### src/rtl/adc_fmt_pkg.sv
package adc_fmt_pkg;
  localparam int unsigned CODE_W = 10;
  typedef logic [CODE_W-1:0] code_t;

  // Alternating board-test word: even bit positions are 1.
  function automatic code_t alt_pattern();
    code_t w;
    for (int b = 0; b < CODE_W; b++) w[b] = (b % 2 == 0);
    return w;
  endfunction

  // XOR mask built from the two independent inversion controls.
  function automatic code_t inv_mask(input logic low_flip, input logic msb_flip);
    code_t m;
    m = {CODE_W{low_flip}};
    m[CODE_W-1] = msb_flip;
    return m;
  endfunction

  function automatic code_t format_word(input code_t src, input logic pat,
                                        input logic low_flip, input logic msb_flip);
    return (pat ? alt_pattern() : src) ^ inv_mask(low_flip, msb_flip);
  endfunction
endpackage

### src/rtl/adc_fmt_delay.sv
module adc_fmt_delay #(
  parameter int unsigned W     = 11,
  parameter int unsigned DEPTH = 2
) (
  input  logic         clk,
  input  logic         rst,
  input  logic [W-1:0] din,
  output logic [W-1:0] dout
);
  generate
    if (DEPTH == 0) begin : g_wire
      assign dout = din;
    end else begin : g_chain
      logic [DEPTH-1:0][W-1:0] stg;
      always_ff @(posedge clk) begin
        if (rst) begin
          stg <= '0;
        end else begin
          stg[0] <= din;
          for (int i = 1; i < DEPTH; i++) stg[i] <= stg[i-1];
        end
      end
      assign dout = stg[DEPTH-1];
    end
  endgenerate
endmodule

### src/rtl/adc_fmt_shape.sv
module adc_fmt_shape
  import adc_fmt_pkg::*;
(
  input  code_t src,
  input  logic  pat,
  input  logic  low_flip,
  input  logic  msb_flip,
  output code_t word
);
  assign word = format_word(src, pat, low_flip, msb_flip);
endmodule

### src/rtl/adc_fmt_outreg.sv
module adc_fmt_outreg
  import adc_fmt_pkg::*;
#(
  parameter int unsigned HOLD_W = 5
) (
  input  logic  clk,
  input  logic  rst,
  input  code_t d,
  input  logic  hold,
  output code_t q
);
  localparam int unsigned HI_LSB = HOLD_W;

  always_ff @(posedge clk) begin
    if (rst) begin
      q <= '0;
    end else begin
      q[CODE_W-1:HI_LSB] <= d[CODE_W-1:HI_LSB];
      if (!hold) q[HOLD_W-1:0] <= d[HOLD_W-1:0];
    end
  end

  // a held sample leaves the low field untouched on its output edge
  assert_low_freeze_R7: assert property (@(posedge clk) disable iff (rst)
    hold |=> $stable(q[HOLD_W-1:0]));
endmodule

### src/rtl/adc_fmt_pipe.sv
module adc_fmt_pipe
  import adc_fmt_pkg::*;
#(
  parameter int unsigned HOLD_W  = 5,
  parameter int unsigned LATENCY = 3
) (
  input  logic              clk,
  input  logic              rst,
  input  logic [CODE_W-1:0] raw_code,
  input  logic              hold_req,
  input  logic              low_inv,
  input  logic              msb_inv,
  input  logic              force_pat,
  input  logic              oe_n,
  output logic [CODE_W-1:0] q,
  output logic              bus_drive
);
  localparam int unsigned MSB     = CODE_W - 1;
  localparam int unsigned DLY     = LATENCY - 1;
  localparam int unsigned FILL_W  = $clog2(LATENCY + 1);

  // Named internal events
  logic              hold_d;
  code_t             code_d;
  code_t             fmt_word;
  logic [FILL_W-1:0] fill_cnt;
  logic              pipe_full;

  adc_fmt_delay #(.W(CODE_W + 1), .DEPTH(DLY)) u_delay (
    .clk  (clk),
    .rst  (rst),
    .din  ({hold_req, raw_code}),
    .dout ({hold_d, code_d})
  );

  adc_fmt_shape u_shape (
    .src      (code_d),
    .pat      (force_pat),
    .low_flip (low_inv),
    .msb_flip (msb_inv),
    .word     (fmt_word)
  );

  adc_fmt_outreg #(.HOLD_W(HOLD_W)) u_out (
    .clk  (clk),
    .rst  (rst),
    .d    (fmt_word),
    .hold (hold_d),
    .q    (q)
  );

  assign bus_drive = !oe_n;

  // Consecutive non-reset edges, saturating at LATENCY; guards the checks
  always_ff @(posedge clk) begin
    if (rst) fill_cnt <= '0;
    else if (fill_cnt != FILL_W'(LATENCY)) fill_cnt <= fill_cnt + 1'b1;
  end
  assign pipe_full = (fill_cnt == FILL_W'(LATENCY));

  // reset empties the output register
  assert_reset_clear_R8: assert property (@(posedge clk)
    rst |=> (q == '0));

  generate
    if (LATENCY == 3) begin : g_chk3
      // MSB follows the code from three edges back, flipped by msb_inv
      assert_msb_path_R3: assert property (@(posedge clk) disable iff (rst)
        (pipe_full && !$past(force_pat)) |->
          (q[MSB] == ($past(raw_code[MSB], 3) ^ $past(msb_inv))));
      // low nine bits follow the code when no hold applied
      assert_low_path_R2: assert property (@(posedge clk) disable iff (rst)
        (pipe_full && !$past(force_pat) && !$past(hold_req, 3)) |->
          (q[MSB-1:0] == ($past(raw_code[MSB-1:0], 3) ^ {(CODE_W-1){$past(low_inv)}})));
      // forced pattern goes through the same inversions
      assert_pattern_R4: assert property (@(posedge clk) disable iff (rst)
        (pipe_full && $past(force_pat) && !$past(hold_req, 3)) |->
          (q == (alt_pattern() ^ inv_mask($past(low_inv), $past(msb_inv)))));
      // upper field keeps moving while the low field is frozen
      assert_upper_live_R7: assert property (@(posedge clk) disable iff (rst)
        (pipe_full && !$past(force_pat) && $past(hold_req, 3)) |->
          (q[MSB-1:HOLD_W] == ($past(raw_code[MSB-1:HOLD_W], 3) ^ {(MSB-HOLD_W){$past(low_inv)}})));
    end
  endgenerate
endmodule

### config.mk
export PLATFORM = sky130hd
export DESIGN_NAME = adc_fmt_pipe
export DESIGN_NICKNAME = d
export VERILOG_FILES = /design/src/rtl/adc_fmt_pkg.sv /design/src/rtl/adc_fmt_delay.sv /design/src/rtl/adc_fmt_shape.sv /design/src/rtl/adc_fmt_outreg.sv /design/src/rtl/adc_fmt_pipe.sv
export SDC_FILE = /design/constraint.sdc
export NUM_CORES = 1
export LEC_CHECK = 0
export ABC_CLOCK_PERIOD_IN_PS = 2120
export BUFFER_PORTS_ARGS = -buffer_cell sky130_fd_sc_hd__buf_2
export CAP_MARGIN = 20
export CELL_PAD_IN_SITES_DETAIL_PLACEMENT = 1
export CELL_PAD_IN_SITES_GLOBAL_PLACEMENT = 1
export CORE_ASPECT_RATIO = 2
export CORE_MARGIN = 1
export CORE_UTILIZATION = 41
export DETAILED_ROUTE_END_ITERATION = 6
export GPL_TIMING_DRIVEN = 0
export PLACE_DENSITY = 0.88
export SLEW_MARGIN = 20
export SYNTH_ARGS = -nofsm -noshare
export SYNTH_HDL_FRONTEND = slang
export SYNTH_SLANG_ARGS = --single-unit
export TNS_END_PERCENT = 50
### constraint.sdc
create_clock -name clk -period 2.12 [get_ports clk]
set_clock_uncertainty 0.05 [all_clocks]
set_input_delay 0 -clock clk [delete_from_list [all_inputs] [get_ports clk]]
set_output_delay 0 -clock clk [all_outputs]
set_load 0.02 [all_outputs]
==> results of run 1 <==
cell families (layout without fill, tap and decap cells):
group                  count (synthesis)  count (layout)  share of synthesized area [%]
AND/OR/NAND/NOR                       45              45                          25.20
AO/OA/AOI/OAI                          7               7                          6.356
buffers and inverters                  9              56                          4.767
flip-flops                            32              32                          58.12
XOR/XNOR                               7               7                          5.562
layout make-up:
class,count,area [µm²]
Buffer,6,41.29
Sequential cell,32,640.6
Clock buffer,6,82.58
Tap cell,28,35.03
Timing Repair Buffer,39,265.3
Multi-Input combinational cell,59,409.1
Fill cell,296,1042
Clock inverter,2,10.01
Inverter,3,11.26
placed cells by master (no fill, tap or decap), drive strengths merged:
cell          n
dlygate4sd3  14
nand2b        3
clkbuf        9
a2111oi       3
o21a          2
dfxtp        32
buf          28
nor2         14
clkinv        2
xor2          2
inv           3
xnor2         5
and2b         1
a21oi         2
nor2b        27
stage by stage:
step / hold WS (ns) / cells / setup slack (ns) / area [µm²]
final: 0.04098 / 175 / 0.9447 / 1495
after detailed placement: 0.1645 / 153 / 0.9584 / 1262
after floorplan: 0.01886 / 100 / 1.091 / 1102
after global placement: 0.1554 / 153 / 1.058 / 1262
after global routing: 0.05100 / 175 / 0.8272 / 1495
after CTS: 0.04428 / 175 / 0.9401 / 1495
registers in the layout, summed over array words and instances, names as in the netlist:
name                 count
u_delay.g_chain.stg     11
u_out.q                 10
u_delay.dout            11
path summary, 6_finish.rpt:
path	cells past startpoint	end	startpoint
worst min register to register	1	u_delay.dout[0]$_SDFF_PP0_	u_delay.g_chain.stg[0]$_SDFF_PP0_
worst min-delay path	4	u_out.q[4]$_SDFFE_PP0N_	force_pat
worst max-delay path	5	u_out.q[1]$_SDFFE_PP0N_	rst
worst max register to register	4	u_out.q[0]$_SDFFE_PP0N_	u_delay.dout[10]$_SDFF_PP0_
routing by layer:
metal / wire [µm] / vias up
li1: - / 396
met1: 659 / 364
met2: 1126 / 20
met3: 83 / 6
met4: 67 / 0
met5: 0 / -
power by group through the flow:
| stage | clock network, W | logic (W) | registers, W |
|---|---|---|---|
| floorplan | 0 | 0.0000709 | 0.000677 |
| global placement | 0 | 0.000125 | 0.000657 |
| detailed placement | 0 | 0.000131 | 0.000659 |
| CTS | 0.000482 | 0.000151 | 0.000646 |
| global route | 0.000517 | 0.000165 | 0.000649 |
| finish | 0.000468 | 0.000149 | 0.000645 |
critical path, cell delays in order:
cell,delay (ns)
dlygate4sd3_1,0.52
buf_2,0.16
clkbuf_1,0.40
a21oi_1,0.10
o21a_1,0.12
==> results_dict.tcl, run 1 <==
set metrics [dict create \
    p_leak_nw 0.6504 \
    power_per_cell_area_mw_per_mm2 844.3 \
    gr-total-overflow 0 \
    setup_viol 0 \
    rows 26 \
    peakVddDrop_mv 0.5763 \
    ys_top_cells_by_count "32 x dfxtp_1, 27 x nor2b_1, 9 x nor2_1" \
    routabilityCongestion 0.6644 \
    antenna_found_initial 0 \
    p_clk_share_pct 37.0 \
    port_buffers 25 \
    finalHoldViolCount 0 \
    drv_slew 0 \
    grt_use_met3_pct 7.289 \
    cp_max_fo 10 \
    yosys_warnings 0 \
    hold_class "input port to register" \
    switching_share_pct 23.16 \
    clkLatencyLatePin_ns 0.28 \
    die-area_mm2 0.002913 \
    ant_nets 0 \
    start_util_pct 43.44 \
    post_synth.cell_area_avg_um2 11.02 \
    synthCells 100 \
    gr-usage-met2_pct 27.41 \
    first_pass_iters 2 \
    die_h_um 75.33 \
    combPwrFrac_pct 11.8 \
    synth-edff-count 0 \
    grt_max_degree 11 \
    maxCapViolations 0 \
    clockRootBuffer "clkbuf_8" \
    drive_gt1_share_pct 30.61 \
    slew_headroom_pct 67.89 \
    drc 0 \
    final_nets 163 \
    fmaxAchievable_ghz 0.8509 \
    period_minus_slack_ns 1.175 \
    synthFlopType "dfxtp_1" \
    use_met1_pct 14.80 \
    clockBufferDepth 2 \
    ios 28 \
    r2r_setup_slack_ns 0.99 \
    ys_ff_latch 32 \
    wire_per_inst_um 11.07 \
    total_power_w 0.001262 \
    cts_resized 0 \
    tightest_slew_ns 0.4816 \
    netSwitchingPower_w 0.0002924 \
    synth_area_leaders "dfxtp_1 58%, nor2b_1 15%, a2111oi_2 4.1%, xnor2_1 4.0%, nor2_1 3.1%" \
    hpwl_um 1350 \
    setup-tns-final_ns 0 \
    crit_arrival_ns 1.30 \
    post-route-period-util_pct 55.44 \
    area_delta_synth_final_pct 35.64 \
    p_int_w 0.0009700 \
    drt-initial-drc-count 6 \
    worstPathRequired_ns 2.25 \
    htree_levels 2 \
    cts_tree "yes" \
    async_reset_ff_share_pct 0 \
    vias 786 \
    die_w_um 38.67 \
    rsz0062_at_grt "no" \
    status "complete, no violations" \
    critPathCaptureType "register" \
    core_mm2 0.002537 \
    post-route-util_pct 58.93 \
    synth_top_area_share_pct 58.12 \
    ys_seq_area_share_pct 58.12 \
    gr-max-usage-layer "met2" \
    wirelength_um 1937 \
    power_frac_seq_pct 51.1 \
    antennaDiodeCount 0 \
    synth_nets 117 \
    crit_type "input port to register" \
    grt_pass1_wl_um 3118 \
    cts_setup_buffers 0 \
    worstSetupStartpointType "input port" \
    yosysMostFrequentCell "dfxtp_1" \
    cts.sinks 32 \
    globalRouteTotalUtil_pct 16.52 \
    grt_pass1_vias 738 \
    synth_cell_types 17 \
    yosysTopAreaCell "dfxtp_1" \
    synth_area_mm2 0.001102 \
    clkTransAtPathRegs_ns 0.07 \
    cts_buffers 5 \
    hold_buffers 14 \
    vias_per_cell 4.491 \
]
(Power assumes the default switching activity.)
==> run 2: changes to the inputs <==
--- a/config.mk
+++ b/config.mk
@@ -5,17 +5,17 @@
 export SDC_FILE = /design/constraint.sdc
 export NUM_CORES = 1
 export LEC_CHECK = 0
-export ABC_CLOCK_PERIOD_IN_PS = 2120
+export ABC_CLOCK_PERIOD_IN_PS = 1100
 export BUFFER_PORTS_ARGS = -buffer_cell sky130_fd_sc_hd__buf_2
 export CAP_MARGIN = 20
 export CELL_PAD_IN_SITES_DETAIL_PLACEMENT = 1
 export CELL_PAD_IN_SITES_GLOBAL_PLACEMENT = 1
 export CORE_ASPECT_RATIO = 2
 export CORE_MARGIN = 1
-export CORE_UTILIZATION = 41
+export CORE_UTILIZATION = 38
 export DETAILED_ROUTE_END_ITERATION = 6
 export GPL_TIMING_DRIVEN = 0
-export PLACE_DENSITY = 0.88
+export PLACE_DENSITY = 0.83
 export SLEW_MARGIN = 20
 export SYNTH_ARGS = -nofsm -noshare
 export SYNTH_HDL_FRONTEND = slang
==> constraint.sdc (replaced) <==
create_clock -name clk -period 1.1 [get_ports clk]
set_clock_uncertainty 0.05 [all_clocks]
set_input_delay 0 -clock clk [delete_from_list [all_inputs] [get_ports clk]]
set_output_delay 0 -clock clk [all_outputs]
set_load 0.02 [all_outputs]
==> results_dict.tcl, run 2 (synthesized netlist as in run 1, its figures left out) <==
set metrics [dict create \
    crit_type "register to register" \
    pre_cts_slack_ns -0.07937 \
    slew_headroom_pct 68.07 \
    htree_levels 2 \
    fin_area_mm2 0.001524 \
    path_buf_inv 1 \
    grt_pass1_wl_um 3739 \
    peakVddDrop_mv 1.049 \
    vias_per_cell 4.531 \
    vias 802 \
    power_per_cell_area_mw_per_mm2 1621 \
    final_common_cell "dfxtp_1" \
    critPathSlowestCell "a2111oi_2" \
    antennaDiodeCount 0 \
    core_mm2 0.002736 \
    crit_arrival_ns 1.17 \
    die_w_um 40.09 \
    maxCapViolations 0 \
    ant_nets 0 \
    rsz0062_at_grt "no" \
    grt_pass1_vias 886 \
    grt_max_degree 11 \
    drt-initial-drc-count 8 \
    finalHoldViolCount 0 \
    drc 0 \
    cts_buffers 5 \
    fill_cells 315 \
    worstSetupStartpointType "register" \
    rows 27 \
    final_nets 164 \
    post-route-period-util_pct 95.07 \
    multi_input_area_um2 424.2 \
    p_leak_nw 0.6518 \
    area_delta_synth_final_pct 38.25 \
    drive_gt1_share_pct 31.08 \
    routabilityCongestion 0.6628 \
    period_minus_slack_ns 1.046 \
    setup_viol 0 \
    tightest_slew_ns 0.4790 \
    placed_area_mm2 0.001264 \
    start_util_pct 40.28 \
    drv_slew 0 \
    cts.sinks 32 \
    wirelength_um 2133 \
    cpPeakStageDelay_ns 0.32 \
    antenna_found_initial 0 \
    wire_per_inst_um 12.05 \
    first_pass_iters 2 \
    hpwl_um 1492 \
    ios 28 \
    port_buffers 25 \
    hold_class "input port to register" \
    gr-total-overflow 0 \
    r2r_setup_slack_ns 0.05 \
    post-route-util_pct 55.69 \
    clockRootBuffer "clkbuf_8" \
    critPathCaptureType "register" \
    clkTransAtPathRegs_ns 0.07 \
    die-area_mm2 0.003133 \
    cts_tree "yes" \
    mostFrequentLayoutCells "32 x dfxtp_1, 27 x nor2b_1, 25 x buf_2" \
    die_h_um 78.17 \
    cp_max_fo 6 \
    globalRouteTotalUtil_pct 17.44 \
    clkLatencyLatePin_ns 0.28 \
    fmaxAchievable_ghz 0.9562 \
    crit_path_cell_trace "buf_6 -> nor2b_1 -> a2111oi_2" \
    worstPathRequired_ns 1.23 \
    status "complete, no violations" \
    setup_slack_ns 0.05421 \
    cp_top_family "compound AO/OA/AOI/OAI gates" \
    clockBufferDepth 2 \
    regArea_um2 640.6 \
]
run 2: cell count changes in the layout (fill, tap and decap cells not counted):
cell        before  now
clkinvlp_4       0    1
clkbuf_1         3    4
clkinv_2         2    0
nor2_1           9    8
buf_6            2    3
a2111oi_2        3    2
a2111oi_4        0    1
nor2_2           3    4
run 2: layout make-up:
cell class | count | share of cell area [%]
flip-flops and latches | 32 | 42.04
clock inverters | 1 | 0.4926
plain buffers | 6 | 2.956
clock buffers | 7 | 5.665
multi-input cells | 59 | 27.83
inverters | 3 | 0.7389
repair buffers | 40 | 17.90
well taps | 29 | 2.381
run 2: final timing paths:
path,from,end,depth (start not counted)
max reg2reg,u_delay.dout[10]$_SDFF_PP0_,u_out.q[2]$_SDFFE_PP0N_,3
max,u_delay.dout[10]$_SDFF_PP0_,u_out.q[2]$_SDFFE_PP0N_,3
min reg2reg,u_delay.g_chain.stg[0]$_SDFF_PP0_,u_delay.dout[0]$_SDFF_PP0_,1
min,force_pat,u_out.q[0]$_SDFFE_PP0N_,4
run 2: layer usage:
layer / GRT usage [%] / share of wire, %
met1: 15.99 / 35
met4: 7.241 / 2.3
met2: 31.29 / 59
met5: 0 / 0
met3: 5.932 / 3.8
run 2: worst min-delay path: cells and delay by family:
family                 cells  cell delay (ns)
AOI/OAI and AO/OA          1             0.04
buffers and inverters      1             0.13
and+or+nand+nor            2             0.15
run 2: timing repair:
| action | 4_1_cts | 5_1_grt |
|---|---|---|
| pin swaps | 2 | 1 |
| hold buffers | 14 | 0 |
| resized for setup | 3 | 0 |
| endpoints found under the setup margin | 2 | 1 |
| endpoints found under the hold margin | 17 | 0 |
| buffers inserted | 1 | 0 |
| gates cloned | 0 | 0 |
run 2: where the power goes:
part | leakage [nW] | switching [W] | internal (W)
Clock | 0.0445 | 0.000415 | 0.000507
Sequential | 0.265 | 0.0000210 | 0.00123
Combinational | 0.342 | 0.000149 | 0.000152
run 2: stage by stage:
step | TNS (ns) | total power [W] | cells | hold WS, ns
floorplan | 0 | 0.001442 | 100 | 0.01886
global placement | 0 | 0.001508 | 154 | 0.1551
detailed placement | -0.1021 | 0.001528 | 154 | 0.1660
CTS | 0 | 0.002500 | 177 | 0.03039
global route | 0 | 0.002602 | 177 | 0.04123
finish | 0 | 0.002471 | 177 | 0.03173
